==> src/rtl/prng128_pkg.sv <==
package prng128_pkg;
  parameter int unsigned WORD_W = 64;
  parameter int unsigned STATE_W = 2 * WORD_W;
  parameter int unsigned MIX_ROT_LO = 55;
  parameter int unsigned MIX_SHL = 14;
  parameter int unsigned MIX_ROT_HI = 36;
  parameter logic [STATE_W-1:0] FILL_STATE =
    {64'h9E3779B97F4A7C15, 64'hD1B54A32D192ED03};

  typedef logic [WORD_W-1:0] word_t;

  function automatic word_t rotl(input word_t x, input int unsigned n);
    return (x << n) | (x >> (WORD_W - n));
  endfunction

  function automatic word_t mix_lo(input word_t lo, input word_t hi);
    word_t x;
    x = lo ^ hi;
    return rotl(lo, MIX_ROT_LO) ^ x ^ (x << MIX_SHL);
  endfunction

  function automatic word_t mix_hi(input word_t lo, input word_t hi);
    return rotl(lo ^ hi, MIX_ROT_HI);
  endfunction

  function automatic word_t sum_halves(input word_t lo, input word_t hi);
    return lo + hi;
  endfunction

  function automatic logic [STATE_W-1:0] seed_fix(input logic [STATE_W-1:0] s);
    return (s == '0) ? FILL_STATE : s;
  endfunction
endpackage

==> src/rtl/prng128_state.sv <==
module prng128_state
  import prng128_pkg::*;
(
  input  logic               clk,
  input  logic               rst,
  input  logic               en,
  input  logic               reseed,
  input  logic [STATE_W-1:0] seed,
  output word_t              st_lo,
  output word_t              st_hi,
  output logic               adv_evt,
  output logic               load_evt
);
  logic [STATE_W-1:0] seed_ok;

  assign load_evt = reseed;
  assign adv_evt  = en & ~reseed;
  assign seed_ok  = seed_fix(seed);

  always_ff @(posedge clk) begin
    if (rst) begin
      st_lo <= FILL_STATE[WORD_W-1:0];
      st_hi <= FILL_STATE[STATE_W-1:WORD_W];
    end else if (load_evt) begin
      st_lo <= seed_ok[WORD_W-1:0];
      st_hi <= seed_ok[STATE_W-1:WORD_W];
    end else if (adv_evt) begin
      st_lo <= mix_lo(st_lo, st_hi);
      st_hi <= mix_hi(st_lo, st_hi);
    end
  end
endmodule

==> src/rtl/prng128_out.sv <==
module prng128_out
  import prng128_pkg::*;
(
  input  logic  clk,
  input  logic  rst,
  input  logic  adv_evt,
  input  logic  load_evt,
  input  word_t st_lo,
  input  word_t st_hi,
  output word_t rnd_word,
  output logic  rnd_valid
);
  always_ff @(posedge clk) begin
    if (rst) begin
      rnd_word  <= '0;
      rnd_valid <= 1'b0;
    end else if (load_evt) begin
      rnd_valid <= 1'b0;
    end else if (adv_evt) begin
      rnd_word  <= sum_halves(st_lo, st_hi);
      rnd_valid <= 1'b1;
    end
  end
endmodule

==> src/rtl/prng128_gen.sv <==
module prng128_gen
  import prng128_pkg::*;
(
  input  logic               clk,
  input  logic               rst,
  input  logic               en,
  input  logic               reseed,
  input  logic [STATE_W-1:0] seed,
  output logic [WORD_W-1:0]  rnd_word,
  output logic               rnd_valid
);
  word_t st_lo;
  word_t st_hi;
  logic  adv_evt;
  logic  load_evt;

  prng128_state u_state (
    .clk(clk), .rst(rst), .en(en), .reseed(reseed), .seed(seed),
    .st_lo(st_lo), .st_hi(st_hi), .adv_evt(adv_evt), .load_evt(load_evt)
  );

  prng128_out u_out (
    .clk(clk), .rst(rst), .adv_evt(adv_evt), .load_evt(load_evt),
    .st_lo(st_lo), .st_hi(st_hi), .rnd_word(rnd_word), .rnd_valid(rnd_valid)
  );
endmodule

==> config.mk <==
export PLATFORM = sky130hd
export DESIGN_NAME = prng128_gen
export DESIGN_NICKNAME = d
export VERILOG_FILES = /design/src/rtl/prng128_pkg.sv /design/src/rtl/prng128_state.sv /design/src/rtl/prng128_out.sv /design/src/rtl/prng128_gen.sv
export SDC_FILE = /design/constraint.sdc
export NUM_CORES = 1
export LEC_CHECK = 0
export BUFFER_PORTS_ARGS = -buffer_cell sky130_fd_sc_hd__buf_2
export CAP_MARGIN = 20
export CORE_MARGIN = 2
export CORE_UTILIZATION = 30
export DETAILED_ROUTE_END_ITERATION = 10
export PLACE_DENSITY = 0.58
export SYNTH_ARGS = -nofsm -noshare
export SYNTH_HDL_FRONTEND = slang
export SYNTH_HIERARCHICAL = 1
export SYNTH_SLANG_ARGS = --single-unit
export TNS_END_PERCENT = 5
==> constraint.sdc <==
create_clock -name clk -period 3.05 [get_ports clk]
set_input_delay 0.1525 -clock clk [delete_from_list [all_inputs] [get_ports clk]]
set_output_delay 0.1525 -clock clk [all_outputs]
set_load 0.02 [all_outputs]
==> metrics.md <==
| Metric | Value |
|---|---|
| Startpoint Class | `flip-flop` |
| MaxCap Viol Count | `0` |
| Required time reported for the critical path endpoint | `3.45 ns` |
| Final Max Tran Viols | `0` |
| Cell count of the worst reg-to-reg path | `12` |
| Hold Vio Cnt, Final | `0` |
| Total via count after detailed routing | `15400` |
| Slew of the pin with the lowest slew margin | `0.914 ns` |
| Cell count after synthesis | `1836` |
| Clock latency of the later-clocked register in the worst-skew pair | `0.48 ns` |
| Initial core utilization | `30.4%` |
| Net total in the final layout | `2442` |
| Total negative slack | `0 ns` |
| Number of DRC markers after the initial detailed-route iteration | `1660` |
| Routed length per placed instance | `23.0 µm` |
| Clock tree from TritonCTS | `yes` |
| Largest cells by area after synthesis | `dfxtp_1 (27%), xnor2_1 (13%), a21oi_1 (8.9%), ha_1 (5.6%), nand2_1 (4.9%)` |
| Beginning of the critical path | `u_state/st_lo[0]$_SDFFE_PP1P_` |
| Worst Path Class, Setup | `reg2reg` |
| Filler-free cell count of the finished design | `2867` |
| DIE HEIGHT | `221 µm` |
| Data arrival, critical path | `3.43 ns` |
| Number of synthesized register bits | `193` |
| Global-route wire length before repair | `about 96000 µm` |
| Post-DP HPWL | `53600 µm` |
| Total CTS buffers | `17` |
| Global-route usage over all layers | `a little over a quarter` |
| Number of setup violations in the final report | `0` |
| Synth-to-layout area growth | `33.6%` |
| Status | `complete, no violations` |
| Achievable clock frequency | `330 MHz` |
| Fraction of layout cells with a size suffix above 1 | `roughly 24%` |
| Placer Congestion | `1.07` |
| Largest net degree at the start of global routing | `193` |
| Critical path peak fanout | `3` |
| Mean post-synth cell area | `7.70 µm²` |
| Crit path max-delay cell type | `or4_1` |
| Worst-case headroom to the max-slew limit | `38.6%` |
| DRC violation count after routing | `0` |
| Sequential share of the synthesized area | `27.3%` |
| Full die area | `48900 µm²` |
| Post-route clock period utilization | `99.4%` |
| Critical R2R Launch | `u_state/st_lo[0]$_SDFFE_PP1P_` |
| Area share of the largest cell type after synthesis | `a little over a quarter` |
| Layout Skew | `between 0.015 and 0.02 ns` |
| Number of library cell types mapped by synthesis | `75` |
| H-tree lvl count | `4` |
| Number of primary I/O pins | `197` |
| Dominant cell by count in the synthesized netlist | `a21oi_1` |
| Destination of the critical timing path | `u_out/rnd_word[48]$_SDFFE_PP0P_` |
| # placed instances | `2772` |
| Number of synthesized flops with an enable pin | `0` |
| Worst setup slack before clock tree synthesis | `-0.197 ns` |
| Leak | `7.77 nW` |
| Power density cells | `approximately 550 nW/µm²` |
| Type of the worst min-delay path | `in2reg` |
| List of most frequent post-synthesis cells | `a21oi_1 (252), xnor2_1 (216), dfxtp_1 (193)` |
| Async set-reset flop share out of synthesis | `0%` |
| Critical Path Max Stage Delay | `0.48 ns` |
| Min Tclk post-route | `about 3.0 ns` |
| List of cells traversed by the critical path | `ha_2, fa_2, a211oi_4, nor2_4, o311ai_4, nand3_2, a21boi_4, nand3_4, a41oi_4, nor3_2, or4_1, o211ai_2` |
| Number of global-route vias before repair | `14600` |
| Cell accounting for the most synthesized area | `dfxtp_1` |
| Maximum number of buffers from clock root to sink | `2` |
| Worst IR drop on VDD | `0.344 mV` |
| Number of nets with antenna violations after routing | `0` |
| RSZ-0062 raised after global routing | `yes` |
| Kind of capture point of the worst setup path | `flip-flop` |
| Placement Cell Area | `17400 µm²` |
| Count of buffers inserted at the top-level ports | `a little under 200` |
| Cell Area, Synth | `14100 µm²` |
| Placeable core region | `around 47000 µm²` |
| Vias per Instance | `5.36` |
| Hold wc startpoint | `seed[66]` |
| Smallest setup slack after layout | `between 0.015 and 0.02 ns` |
| Reg clk slew, reported paths | `0.07 ns` |
| Setup slack of the worst register-to-register path | `0.02 ns` |
| Post-route cell area | `18900 µm²` |
| Number of sinks handled by clock tree synthesis | `around 190` |
| Endpoint of the worst-slack reg-to-reg timing path | `u_out/rnd_word[48]$_SDFFE_PP0P_` |
| Global-route congestion overflow total | `0` |
| Antenna violations before repair | `1` |
| Detailed-router iteration count before antenna repair | `5` |
| Top flip-flop cell by instance count after synthesis | `dfxtp_1` |
| Synthesis Warnings | `6` |
| Row cnt | `79` |
| Cell at the root of the clock tree | `clkbuf_16` |
| Syn nets | `2032` |
| Total wirelength of the detailed-routed design | `66100 µm` |
| Horizontal die dimension | `approximately 220 µm` |
## critical path, delay by kind of cell (launching register included)
family | cells | cell delay (ns)
AOI/OAI and AO/OA | 5 | 1.16
and+or+nand+nor | 5 | 0.90
adders and majority gates | 2 | 0.58
DFF | 1 | 0.32
## worst min-delay path by stage
stage,endpoint,cells past startpoint,slack [ns]
5_1_grt,u_state/st_lo[54]$_SDFFE_PP0P_,4,0.01
3_5_place_dp,u_state/st_hi[61]$_SDFFE_PP0P_,3,0.41
6_report,u_state/st_hi[2]$_SDFFE_PP1P_,3,0.02
3_3_place_gp,u_state/st_hi[8]$_SDFFE_PP0P_,3,0.40
4_1_cts,u_state/st_lo[54]$_SDFFE_PP0P_,4,0.002
2_1_floorplan,u_state/st_hi[15]$_SDFFE_PP0P_,2,0.29
## timing repair
item	in CTS	in global routing
setup buffers	3	1
endpoints found under the setup margin	11	22
pin swaps	11	9
gates resized for setup	13	34
hold endpoints to repair	58	0
hold buffers	58	0
## per-stage QoR
stage	hold WS, ns	power [mW]	utilization, %
CTS	0.00154	10.3	40.1
global route	0.0144	10.9	40.6
detailed placement	0.410	7.68	37.3
floorplan	0.293	5.74	-
finish	0.0189	10.4	40.6
global placement	0.397	7.69	37.3
## layout by cell type (no fill, tap or decap), drive strengths merged, types with 57 or more instances in the layout
| cell type | Yosys | routed |
|---|---|---|
| dlygate4sd3 | 0 | 58 |
| a21oi | 253 | 253 |
| ha | 63 | 63 |
| dfxtp | 193 | 193 |
| xnor2 | 216 | 216 |
| buf | 17 | 451 |
| nor3b | 69 | 69 |
| nand2 | 185 | 185 |
| xor2 | 67 | 67 |
| o21ai | 57 | 57 |
| nor2 | 177 | 177 |
## area by class of cell
| type | count | area (µm²) |
|---|---|---|
| repair buffers | 509 | 3540 |
| fillers | 4783 | 27700 |
| clock inverters | 13 | 175 |
| multi-input cells | 1484 | 9950 |
| inverters | 41 | 154 |
| well taps | 607 | 759 |
| flip-flops and latches | 193 | 3870 |
| clock buffers | 19 | 443 |
| diodes | 1 | 2.50 |
## where the power goes
group,internal [mW],leakage [nW],switching [mW],total [mW]
clock network,1.33,0.301,1.15,2.48
logic,2.14,5.88,2.76,4.90
registers,2.76,1.59,0.247,3.01
## state kept, by name, summed over array words and instances, names as in the netlist
signal	cells
u_out/rnd_valid	1
u_out/rnd_word	64
u_state/st_lo	64
u_state/st_hi	64
## kinds of logic after synthesis
kind of cell | after synthesis | share of synthesized area [%]
multiplexers | 12 | 0.850
AO/OA/AOI/OAI | 509 | 22.6
AND/OR/NAND/NOR | 616 | 21.5
flip-flops | 193 | 27.3
buffers and inverters | 159 | 4.43
adder cells (fa/ha/maj) | 64 | 5.72
XOR/XNOR | 283 | 17.5
## per-layer routing
| metal | share of wire (%) | global-route usage (%) | wire, µm | up-vias |
|---|---|---|---|---|
| met4 | 3.8 | 10.2 | 2500 | 0 |
| met5 | 0 | 0 | 0 | - |
| met1 | 46 | 37.3 | 30400 | 7319 |
| li1 | - | - | - | 7269 |
| met2 | 43 | 39.6 | 28200 | 684 |
| met3 | 7.5 | 4.28 | 4960 | 104 |
Note: power is estimated with default switching activity, not from simulation.
